--- src/rtl/i2c10_pkg.sv ---
package i2c10_pkg;
  localparam int BYTE_W = 8;
  localparam int ADDR_W = 10;
  localparam int CNT_W  = $clog2(BYTE_W + 1);
  localparam logic [4:0] HDR_PAT = 5'b11110;

  typedef enum logic [2:0] {
    PH_IDLE, PH_RX, PH_ACK, PH_AHOLD, PH_TXH, PH_TX, PH_RACK
  } ph_e;

  typedef enum logic [1:0] {K_HDR, K_LOW, K_DATA} kind_e;
endpackage

--- src/rtl/i2c10_sync.sv ---
module i2c10_sync #(
  parameter int STAGES = 2,
  parameter int LINES  = 2
) (
  input  logic             clk_i,
  input  logic             rst_ni,
  input  logic [LINES-1:0] in_i,
  output logic [LINES-1:0] out_o
);
  for (genvar l = 0; l < LINES; l++) begin : g_line
    logic [STAGES-1:0] ff_q;
    always_ff @(posedge clk_i or negedge rst_ni) begin
      if (!rst_ni) ff_q <= '1;
      else         ff_q <= {ff_q[STAGES-2:0], in_i[l]};
    end
    assign out_o[l] = ff_q[STAGES-1];
  end
endmodule

--- src/rtl/i2c10_cond.sv ---
module i2c10_cond (
  input  logic clk_i,
  input  logic rst_ni,
  input  logic scl_i,
  input  logic sda_i,
  output logic scl_rise_o,
  output logic scl_fall_o,
  output logic start_o,
  output logic stop_o
);
  logic scl_q, sda_q;
  always_ff @(posedge clk_i or negedge rst_ni) begin
    if (!rst_ni) begin
      scl_q <= 1'b1;
      sda_q <= 1'b1;
    end else begin
      scl_q <= scl_i;
      sda_q <= sda_i;
    end
  end
  assign scl_rise_o = scl_i & ~scl_q;
  assign scl_fall_o = ~scl_i & scl_q;
  assign start_o    = scl_i & scl_q & sda_q & ~sda_i;
  assign stop_o     = scl_i & scl_q & ~sda_q & sda_i;
endmodule

--- src/rtl/i2c10_flags.sv ---
module i2c10_flags (
  input  logic clk_i,
  input  logic rst_ni,
  input  logic tx_wr_i,
  input  logic rx_byte_i,
  input  logic tx_done_i,
  input  logic rx_rd_i,
  input  logic irq_set_i,
  input  logic irq_clr_i,
  input  logic upd_set_i,
  input  logic upd_clr_i,
  input  logic rel_set_i,
  input  logic rel_clr_i,
  output logic bf_o,
  output logic irq_o,
  output logic upd_o,
  output logic rel_o
);
  always_ff @(posedge clk_i or negedge rst_ni) begin
    if (!rst_ni) begin
      bf_o  <= 1'b0;
      irq_o <= 1'b0;
      upd_o <= 1'b0;
      rel_o <= 1'b0;
    end else begin
      if (tx_wr_i || rx_byte_i)      bf_o <= 1'b1;
      else if (tx_done_i || rx_rd_i) bf_o <= 1'b0;
      if (irq_set_i)      irq_o <= 1'b1;
      else if (irq_clr_i) irq_o <= 1'b0;
      if (upd_set_i)      upd_o <= 1'b1;
      else if (upd_clr_i) upd_o <= 1'b0;
      // hardware clear wins over a concurrent software set
      if (rel_clr_i)      rel_o <= 1'b0;
      else if (rel_set_i) rel_o <= 1'b1;
    end
  end
endmodule

--- src/rtl/i2c10_slave_tx.sv ---
module i2c10_slave_tx
  import i2c10_pkg::*;
#(
  parameter int SYNC_STAGES = 2
) (
  input  logic              clk_i,
  input  logic              rst_ni,
  input  logic              scl_i,
  input  logic              sda_i,
  output logic              scl_oe_o,
  output logic              sda_oe_o,
  input  logic [ADDR_W-1:0] own_addr_i,
  input  logic [BYTE_W-1:0] tx_data_i,
  input  logic              tx_wr_i,
  output logic [BYTE_W-1:0] rx_data_o,
  input  logic              rx_rd_i,
  output logic              buf_full_o,
  output logic              irq_o,
  input  logic              irq_clr_i,
  input  logic              rel_set_i,
  output logic              rel_o,
  output logic              addr_upd_o,
  input  logic              addr_ack_i
);
  logic scl_s, sda_s, scl_rise, scl_fall, start_det, stop_det;
  logic [1:0] sync_out;

  i2c10_sync #(.STAGES(SYNC_STAGES), .LINES(2)) u_sync (
    .clk_i, .rst_ni, .in_i({scl_i, sda_i}), .out_o(sync_out)
  );
  assign scl_s = sync_out[1];
  assign sda_s = sync_out[0];

  i2c10_cond u_cond (
    .clk_i, .rst_ni, .scl_i(scl_s), .sda_i(sda_s),
    .scl_rise_o(scl_rise), .scl_fall_o(scl_fall),
    .start_o(start_det), .stop_o(stop_det)
  );

  ph_e               phase_q;
  kind_e             kind_q;
  logic [CNT_W-1:0]  cnt_q;
  logic [BYTE_W-1:0] rsh_q, tsh_q, tx_buf_q;
  logic              addr_ok_q, mack_q;
  logic              rx_byte, tx_done, irq_set, upd_set, rel_clr;
  logic              hdr_hit, low_hit, byte_hit;

  assign hdr_hit = (rsh_q[7:3] == HDR_PAT) && (rsh_q[2:1] == own_addr_i[9:8])
                   && (!rsh_q[0] || addr_ok_q);
  assign low_hit = rsh_q == own_addr_i[7:0];
  always_comb begin
    unique case (kind_q)
      K_HDR:   byte_hit = hdr_hit;
      K_LOW:   byte_hit = low_hit;
      default: byte_hit = 1'b1;
    endcase
  end

  wire ack_end  = (phase_q == PH_ACK) && scl_fall && !start_det && !stop_det;
  wire rack_end = (phase_q == PH_RACK) && scl_fall && !start_det && !stop_det;
  wire rd_hdr   = (kind_q == K_HDR) && rsh_q[0];

  assign rx_byte = ack_end;
  assign tx_done = rack_end;
  assign irq_set = ack_end || rack_end;
  assign upd_set = ack_end && (kind_q != K_DATA) && !rd_hdr;
  assign rel_clr = (ack_end && rd_hdr) || (rack_end && mack_q);

  always_ff @(posedge clk_i or negedge rst_ni) begin
    if (!rst_ni) tx_buf_q <= '0;
    else if (tx_wr_i) tx_buf_q <= tx_data_i;
  end

  always_ff @(posedge clk_i or negedge rst_ni) begin
    if (!rst_ni) begin
      phase_q   <= PH_IDLE;
      kind_q    <= K_HDR;
      cnt_q     <= '0;
      rsh_q     <= '0;
      tsh_q     <= '0;
      rx_data_o <= '0;
      addr_ok_q <= 1'b0;
      mack_q    <= 1'b0;
    end else if (stop_det) begin
      phase_q   <= PH_IDLE;
      addr_ok_q <= 1'b0;
    end else if (start_det) begin
      phase_q <= PH_RX;
      kind_q  <= K_HDR;
      cnt_q   <= '0;
    end else begin
      unique case (phase_q)
        PH_RX: begin
          if (scl_rise && cnt_q != CNT_W'(BYTE_W)) begin
            rsh_q <= {rsh_q[BYTE_W-2:0], sda_s};
            cnt_q <= cnt_q + 1'b1;
          end else if (scl_fall && cnt_q == CNT_W'(BYTE_W)) begin
            phase_q <= byte_hit ? PH_ACK : PH_IDLE;
          end
        end
        PH_ACK: if (scl_fall) begin
          rx_data_o <= rsh_q;
          cnt_q     <= '0;
          unique case (kind_q)
            K_HDR: if (rsh_q[0]) phase_q <= PH_TXH;
                   else begin
                     phase_q   <= PH_AHOLD;
                     kind_q    <= K_LOW;
                     addr_ok_q <= 1'b0;
                   end
            K_LOW: begin
              phase_q   <= PH_AHOLD;
              kind_q    <= K_DATA;
              addr_ok_q <= 1'b1;
            end
            default: phase_q <= PH_RX;
          endcase
        end
        PH_AHOLD: if (addr_ack_i) phase_q <= PH_RX;
        PH_TXH: if (rel_o) begin
          tsh_q   <= tx_buf_q;
          cnt_q   <= '0;
          phase_q <= PH_TX;
        end
        PH_TX: if (scl_fall) begin
          tsh_q <= {tsh_q[BYTE_W-2:0], 1'b0};
          cnt_q <= cnt_q + 1'b1;
          if (cnt_q == CNT_W'(BYTE_W - 1)) phase_q <= PH_RACK;
        end
        PH_RACK: begin
          if (scl_rise) mack_q <= !sda_s;
          if (scl_fall) phase_q <= mack_q ? PH_TXH : PH_IDLE;
        end
        default: ;
      endcase
    end
  end

  i2c10_flags u_flags (
    .clk_i, .rst_ni,
    .tx_wr_i, .rx_byte_i(rx_byte), .tx_done_i(tx_done), .rx_rd_i,
    .irq_set_i(irq_set), .irq_clr_i,
    .upd_set_i(upd_set), .upd_clr_i(addr_ack_i),
    .rel_set_i, .rel_clr_i(rel_clr),
    .bf_o(buf_full_o), .irq_o, .upd_o(addr_upd_o), .rel_o
  );

  assign scl_oe_o = (phase_q == PH_AHOLD) || (phase_q == PH_TXH);
  assign sda_oe_o = (phase_q == PH_ACK)
                 || ((phase_q == PH_TXH) && !tx_buf_q[BYTE_W-1])
                 || ((phase_q == PH_TX) && !tsh_q[BYTE_W-1]);
endmodule

--- config.mk ---
export PLATFORM = sky130hd
export DESIGN_NAME = i2c10_slave_tx
export DESIGN_NICKNAME = d
export VERILOG_FILES = /design/src/rtl/i2c10_pkg.sv /design/src/rtl/i2c10_sync.sv /design/src/rtl/i2c10_cond.sv /design/src/rtl/i2c10_flags.sv /design/src/rtl/i2c10_slave_tx.sv
export SDC_FILE = /design/constraint.sdc
export NUM_CORES = 1
export LEC_CHECK = 0
export BUFFER_PORTS_ARGS = -buffer_cell sky130_fd_sc_hd__buf_2
export CORE_ASPECT_RATIO = 0.6
export CORE_MARGIN = 4
export CORE_UTILIZATION = 38
export DETAILED_ROUTE_END_ITERATION = 7
export SYNTH_ARGS = -nofsm -noshare
export SYNTH_HDL_FRONTEND = slang
export SYNTH_SLANG_ARGS = --single-unit
--- constraint.sdc ---
create_clock -name clk_i -period 2.2 [get_ports clk_i]
set_input_delay 0.33 -clock clk_i [delete_from_list [all_inputs] [get_ports clk_i]]
set_output_delay 0.33 -clock clk_i [all_outputs]
set_load 0.02 [all_outputs]
==> results of run 1 <==
[cell type report]
cell class	instances	area [µm²]	share of cell area (%)
inverters	9	33.8	1.11
clock buffers	7	143	4.68
clock inverters	1	30.0	0.985
flip-flops and latches	53	1330	43.8
repair buffers	47	253	8.29
multi-input cells	168	1150	37.7
well taps	84	105	3.45
[cell families after synthesis]
group,count (synthesis),synth area share [%]
fa+ha+maj,2,0.973
simple gates,83,16.7
xor+xnor,11,3.75
buf+inv,20,3.41
flops,53,51.9
compound gates,45,12.0
mux,27,11.3
[worst reg2reg max path, stage by stage, from the launching register on]
cell	delay [ns]
dfstp_2	0.58
nor2b_1	0.32
nand3_1	0.20
a221oi_4	0.40
o21ai_1	0.11
a32o_1	0.27
[registers in the layout (all words and copies together) (netlist names)]
name / cells
rsh_q: 8
u_flags.bf_o: 1
rx_data_o: 8
u_sync.g_line.ff_q: 4
u_cond.scl_q: 1
mack_q: 1
addr_ok_q: 1
phase_q: 3
tx_buf_q: 8
cnt_q: 4
kind_q: 2
u_flags.irq_o: 1
tsh_q: 8
u_flags.rel_o: 1
u_cond.sda_q: 1
u_flags.upd_o: 1
[metal layers]
metal  GRT usage [%]  up-vias  part of all wire [%]
met3            3.71        2                   5.8
met2            17.3       47                    37
met5               0        -                     0
li1                -      932                     -
met4            1.19        0                  0.11
met1            22.2      891                    57
[cell usage in the layout (no fill, tap or decap), types with 2 or more instances in the layout]
cell	count
clkbuf_16	5
buf_2	40
nand4b_1	3
inv_1	9
ha_1	2
a31oi_1	2
nor2b_1	6
dfstp_2	6
nor2_1	16
o21ai_0	8
dfrtp_1	47
nand2_1	30
nand4_1	2
a311o_1	2
nand3b_1	3
buf_4	7
mux2i_1	10
o22ai_1	3
o211ai_1	2
xnor2_1	7
a32o_1	2
nor3_1	2
xor2_1	4
nor3b_1	2
mux2_2	17
o21ai_1	2
o31ai_1	3
nand3_1	5
a21oi_1	13
nand2b_1	7
nor3b_2	2
[synth_stat cells (all sizes together) (3+ instances only)]
library cell	instances	area [µm²]
a21oi	13	65.1
nand3b	3	22.5
nand3	5	25.0
nand2b	7	43.8
o21ai	10	50.1
mux2	17	191
nand4b	3	26.3
buf	5	31.3
xnor2	7	61.3
dfstp	6	158
inv	9	33.8
o31ai	3	22.5
xor2	4	35.0
nand2	30	113
nor3b	4	40.0
clkbuf	6	22.5
dfrtp	47	1180
mux2i	10	100
nor2b	6	37.5
o22ai	3	18.8
nor2	16	60.1
[where the power goes]
group	switching (µW)	internal [µW]
logic	194	246
registers	148	1080
clock network	324	568
[stage by stage]
stage | utilization (%) | setup slack, ns
floorplan | - | 0.423
global placement | 45.4 | 0.283
detailed placement | 45.4 | 0.216
CTS | 48.1 | 0.143
global route | 48.1 | 0.0458
finish | 48.1 | 0.153
[worst max-delay path by stage]
stage                                 startpoint              endpoint  slack (ns)  cells after the start
final                     phase_q[0]$_DFFE_PN0P_              sda_oe_o        0.15                      4
after CTS                 phase_q[0]$_DFFE_PN0P_              sda_oe_o        0.14                      4
after floorplan           u_cond.scl_q$_DFF_PN1_  cnt_q[3]$_DFFE_PN0P_        0.42                      5
after global placement    u_cond.scl_q$_DFF_PN1_  cnt_q[2]$_DFFE_PN0P_        0.28                      5
after detailed placement  u_cond.scl_q$_DFF_PN1_  cnt_q[3]$_DFFE_PN0P_        0.22                      5
after global routing      u_cond.scl_q$_DFF_PN1_  cnt_q[2]$_DFFE_PN0P_        0.05                      5
==> impl_metrics.env, run 1 <==
export IMPL_status="finished, final reports clean"
export IMPL_antenna_found_initial=0
export IMPL_drive_above_1_share_pct=28.4
export IMPL_slew_violations=0
export IMPL_slew_headroom_pct=55.5
export IMPL_max_stage_delay_ns=0.54
export IMPL_yosysSeqAreaShare_pct=51.9
export IMPL_layout_nets=313
export IMPL_finalCriticalPeriod_ns=2.05
export IMPL_critical_path_top_delay_family="flip-flops"
export IMPL_cts_sinks=53
export IMPL_syn_avg_cell_area_um2=10.7
export IMPL_drt_iter0_drc=75
export IMPL_crit_path_end_kind="output pin"
export IMPL_fin_tns_setup_ns=0
export IMPL_htreeDepth=2
export IMPL_crit_type="flip-flop to output pin"
export IMPL_synth_nets=270
export IMPL_grt_max_degree=54
export IMPL_slowest_stage="dfrtp_1"
export IMPL_synth_edf_count=0
export IMPL_core_mm2=0.00633
export IMPL_synth_area_mm2=0.00257
export IMPL_final_cells=369
export IMPL_required_ns=1.87
export IMPL_die_x_um=114
export IMPL_gp_congestion=0.888
export IMPL_setup_viol=0
export IMPL_hpwl_um=3890
export IMPL_fin_area_mm2=0.00305
export IMPL_track_usage_pct=13.4
export IMPL_tightestPinTransition_ns=0.667
export IMPL_worstHoldStart="sda_i"
export IMPL_post_cts_setup_buffers=0
export IMPL_drtAntennaViolNets=0
export IMPL_die_area_mm2=0.00819
export IMPL_grt_pass1_wl_um=8800
export IMPL_regToRegEndpoint="cnt_q[3]$_DFFE_PN0P_"
export IMPL_cts_tree="done"
export IMPL_hold_buffers=0
export IMPL_drt_total_wl_um=5230
export IMPL_ys_seq_elements=53
export IMPL_peakVddDrop_mv=0.391
export IMPL_reg2reg_slack_ns=0.21
export IMPL_fmax_mhz=489
export IMPL_routedWlPerCell_um=14.2
export IMPL_first_pass_iters=4
export IMPL_hold_depth=1
export IMPL_row_count=22
export IMPL_placedInstanceArea_mm2=0.00288
export IMPL_fin_crit_sh_pct=93.0
export IMPL_diodes=0
export IMPL_path_buf_inv=2
export IMPL_dpl_cell_count=361
export IMPL_crit_chain="buf_4 -> mux2_2 -> o22ai_1 -> buf_2"
export IMPL_p_leak_uw=0.00146
export IMPL_r2r_start="u_cond.scl_q$_DFF_PN1_"
export IMPL_cp_max_fo=12
export IMPL_synth_cells=241
export IMPL_overflow=0
export IMPL_hold_viol=0
export IMPL_port_buffer_count=40
export IMPL_synth_warnings=0
export IMPL_vias=1872
export IMPL_cts_resized=0
export IMPL_drv_cap=0
export IMPL_whs_endpoint="u_sync.g_line[0].ff_q[0]$_DFF_PN1_"
export IMPL_clk_pin_slew_worst_paths_ns=0.06
export IMPL_r2r_cells=5
export IMPL_start_util_pct=40.6
export IMPL_grt_setup_unrepaired="no"
export IMPL_dieHeight_um=71.7
export IMPL_power_density_mw_per_mm2=840
export IMPL_syn_to_final_growth_pct=18.5
export IMPL_skew_ns=0.00461
export IMPL_crit_path_start_kind="flip-flop"
export IMPL_root_buffer="clkbuf_16"
export IMPL_synth_cell_types=44
export IMPL_power_total_uw=2560
export IMPL_arrival_ns=1.72
export IMPL_drc=0
export IMPL_fin_hold_ws_ns=0.139
export IMPL_cts_buffer_depth=2
export IMPL_hp_class="input pin to flip-flop"
export IMPL_vias_per_cell=5.07
export IMPL_cts_buffers=5
export IMPL_synthArstFlopShare_pct=100
export IMPL_pin_count=41
export IMPL_synth_flop_cell="dfrtp_1"
export IMPL_n_fill_cell=595
export IMPL_grt_pass1_vias=1769
export IMPL_insertion_delay_ns=0.28
(Power assumes the default switching activity.)
==> run 2: changes to the inputs <==
--- a/config.mk
+++ b/config.mk
@@ -10,6 +10,8 @@
 export CORE_MARGIN = 4
 export CORE_UTILIZATION = 38
 export DETAILED_ROUTE_END_ITERATION = 7
+export HOLD_SLACK_MARGIN = 0.05
 export SYNTH_ARGS = -nofsm -noshare
 export SYNTH_HDL_FRONTEND = slang
+export SYNTH_HIERARCHICAL = 1
 export SYNTH_SLANG_ARGS = --single-unit
==> run 2 against run 1 <==
Effect of this change: clock-buffer cell count did not move; flip-flop and latch count did not move; combinational power rose to 2.5 times the previous value; worst setup slack improved by 0.030 ns; highest routed layer unchanged; cell count rose by 3.3%; via count rose by 2.8%; area after synthesis rose by 5.2%; routed wire length rose by 5.8%.
==> impl_metrics.env, run 2 <==
export IMPL_synth_warnings=6
export IMPL_pin_count=41
export IMPL_grt_setup_unrepaired="no"
export IMPL_cts_buffers=5
export IMPL_cp_startpoint="phase_q[1]$_DFFE_PN0P_"
export IMPL_grt_pass1_vias=1952
export IMPL_tightestPinTransition_ns=0.542
export IMPL_peakVddDrop_mv=0.619
export IMPL_drv_cap=0
export IMPL_synth_edf_count=0
export IMPL_vias=1924
export IMPL_fin_tns_setup_ns=0
export IMPL_first_pass_iters=4
export IMPL_drt_iter0_drc=67
export IMPL_synth_compound_area_share_pct=11.3
export IMPL_synth_most_common_cell="dfrtp_1"
export IMPL_synth_area_mm2=0.00270
export IMPL_dr_max_layer_used="met4"
export IMPL_synth_cell_types=52
export IMPL_syn_avg_cell_area_um2=10.8
export IMPL_regArea_mm2=0.00133
export IMPL_syn_to_final_growth_pct=15.1
export IMPL_drc=0
export IMPL_layout_nets=322
export IMPL_synth_area_leaders="dfrtp_1, mux2_2, dfstp_2"
export IMPL_n_fill_cell=655
export IMPL_p_sw_share_pct=34.8
export IMPL_yosys_top_cells_count="dfrtp_1, nand2_1, nor2_1"
export IMPL_crit_path_end_kind="output pin"
export IMPL_gp_congestion=0.843
export IMPL_routedWlPerCell_um=14.5
export IMPL_comb_power_share_pct=32.6
export IMPL_slowest_stage="dfrtp_1"
export IMPL_track_usage_pct=14.0
export IMPL_required_ns=1.87
export IMPL_ys_seq_elements=53
export IMPL_r2r_start="u_cond/scl_q$_DFF_PN1_"
export IMPL_crit_path_start_kind="flip-flop"
export IMPL_fin_area_mm2=0.00311
export IMPL_drive_above_1_share_pct=31.6
export IMPL_sequentialPowerShare_pct=43.5
export IMPL_insertion_delay_ns=0.29
export IMPL_grt_max_degree=32
export IMPL_max_stage_delay_ns=0.61
export IMPL_cellInternalPower_uw=2240
export IMPL_htreeDepth=2
export IMPL_root_buffer="clkbuf_16"
export IMPL_overflow=0
export IMPL_worstHoldStart="scl_i"
export IMPL_multi_input_area_mm2=0.00118
export IMPL_final_common_cell="dfrtp_1"
export IMPL_power_density_mw_per_mm2=1110
export IMPL_muxShareOfSynthArea_pct=10.5
export IMPL_start_util_pct=39.8
export IMPL_endpoint="sda_oe_o"
export IMPL_yosysTopAreaCell="dfrtp_1"
export IMPL_slew_violations=0
export IMPL_port_buffer_count=40
export IMPL_fin_crit_sh_pct=91.7
export IMPL_synth_nets=280
export IMPL_crit_type="flip-flop to output pin"
export IMPL_hpwl_um=4100
export IMPL_cts_resized=0
export IMPL_clk_pin_slew_worst_paths_ns=0.07
export IMPL_cts_buffer_depth=2
export IMPL_skew_ns=0.00503
export IMPL_arrival_ns=1.69
export IMPL_synth_simple_gate_area_share_pct=17.3
export IMPL_die_area_mm2=0.00857
export IMPL_synth_xor_area_share_pct=3.56
export IMPL_wl_met2_um=2210
export IMPL_dr_wl_met3_um=382
export IMPL_diodes=0
export IMPL_cts_sinks=53
export IMPL_synth_flop_cell="dfrtp_1"
export IMPL_hold_viol=0
export IMPL_grt_pass1_wl_um=9320
export IMPL_status="finished, final reports clean"
export IMPL_mostFrequentLayoutCells="dfrtp_1, buf_2, nand2_1"
export IMPL_wl_met1_um=2890
export IMPL_synthDominantCellAreaShare_pct=43.5
export IMPL_cp_max_fo=14
export IMPL_drt_total_wl_um=5540
export IMPL_dieHeight_um=73.3
export IMPL_synthArstFlopShare_pct=100
export IMPL_vias_per_cell=5.05
export IMPL_utilization_pct=45.8
export IMPL_crit_chain="nor3b_4 -> a21o_1 -> buf_2"
export IMPL_regToRegEndpoint="u_flags/bf_o$_DFFE_PN0P_"
export IMPL_fmax_mhz=496
export IMPL_placedInstanceArea_mm2=0.00294
export IMPL_core_mm2=0.00679
export IMPL_synth_cells=251
export IMPL_p_leak_uw=0.00146
export IMPL_row_count=23
export IMPL_r2r_cells=7
export IMPL_cts_tree="done"
export IMPL_drtAntennaViolNets=0
export IMPL_setup_viol=0
export IMPL_synth_fa_ha_area_share_pct=0.925
export IMPL_slew_headroom_pct=63.9
export IMPL_reg2reg_slack_ns=0.20
export IMPL_pwr_share_clk_pct=23.9
export IMPL_finalCriticalPeriod_ns=2.02
export IMPL_yosysSeqAreaShare_pct=49.3
export IMPL_dpl_cell_count=372
export IMPL_power_switching_uw=1200
export IMPL_antenna_found_initial=0
export IMPL_final_cells=381
export IMPL_synth_top_family_by_area="simple AND/OR/NAND/NOR gates"
export IMPL_die_x_um=117
export IMPL_hp_class="input pin to flip-flop"
## run 2: changes by cell type after synthesis, moves of 4 or more
cell and change:
clkbuf_1 -4, nand2_1 +5, buf_2 -4, clkbuf_8 +4, nor2_1 +4, nand2b_1 -5
a21o_1 +5
## run 2: metrics by stage
stage	setup slack [ns]	hold slack, ns	power, µW
global route	0.0488	0.122	3680
CTS	0.176	0.125	3470
finish	0.184	0.134	3440
floorplan	0.194	0.0344	2360
global placement	0.251	0.348	2610
detailed placement	0.207	0.347	2640
## run 2: what timing repair did
| item | in CTS | in global routing |
|---|---|---|
| hold buffers | 1 | 0 |
| endpoints found under the hold margin | 16 | 0 |
| setup buffers | 0 | 0 |
## run 2: final cells by class
class | count | share of cell area [%]
Tap cell | 87 | 3.50
Multi-Input combinational cell | 171 | 37.8
Sequential cell | 53 | 42.9
Clock buffer | 7 | 4.91
Timing Repair Buffer | 50 | 9.33
Inverter | 12 | 1.45
Clock inverter | 1 | 0.161
## run 2: routing by layer
metal	track usage (%)	vias to the layer above
met5	0	-
met4	3.18	0
met3	4.53	12
met2	19.9	53
met1	20.7	910
li1	-	949
## run 2: logic make-up (layout without fill, tap and decap cells)
logic type,Yosys count,in the layout
compound gates,42,42
buf+inv,27,70
simple gates,90,90
mux,26,26
fa+ha+maj,2,2
xor+xnor,11,11
flops,53,53
## run 2: worst max-delay path, delay by kind of cell, from the launching register on
family	cells	cell delay (ns)
DFF	1	0.61
and+or+nand+nor	1	0.48
buffers and inverters	1	0.16
AOI/OAI and AO/OA	1	0.14
## run 2: worst min-delay path by stage
stage                                    endpoint  slack (ns)  cells after the start
2_1_floorplan               addr_ok_q$_DFFE_PN0P_        0.03                      0
3_3_place_gp             rx_data_o[3]$_DFFE_PN0P_        0.35                      1
3_5_place_dp             rx_data_o[3]$_DFFE_PN0P_        0.35                      1
4_1_cts        u_sync/g_line[1].ff_q[0]$_DFF_PN1_        0.12                      1
5_1_grt        u_sync/g_line[1].ff_q[0]$_DFF_PN1_        0.12                      1
6_report       u_sync/g_line[1].ff_q[0]$_DFF_PN1_        0.13                      1
## run 2: power by group through the flow
| stage | Combinational, µW | Sequential (µW) | Clock [µW] |
|---|---|---|---|
| after floorplan | 902 | 1460 | 0 |
| after global placement | 1100 | 1500 | 0 |
| after detailed placement | 1130 | 1510 | 0 |
| after global routing | 1270 | 1540 | 879 |
| final | 1120 | 1500 | 824 |
| after CTS | 1130 | 1500 | 845 |
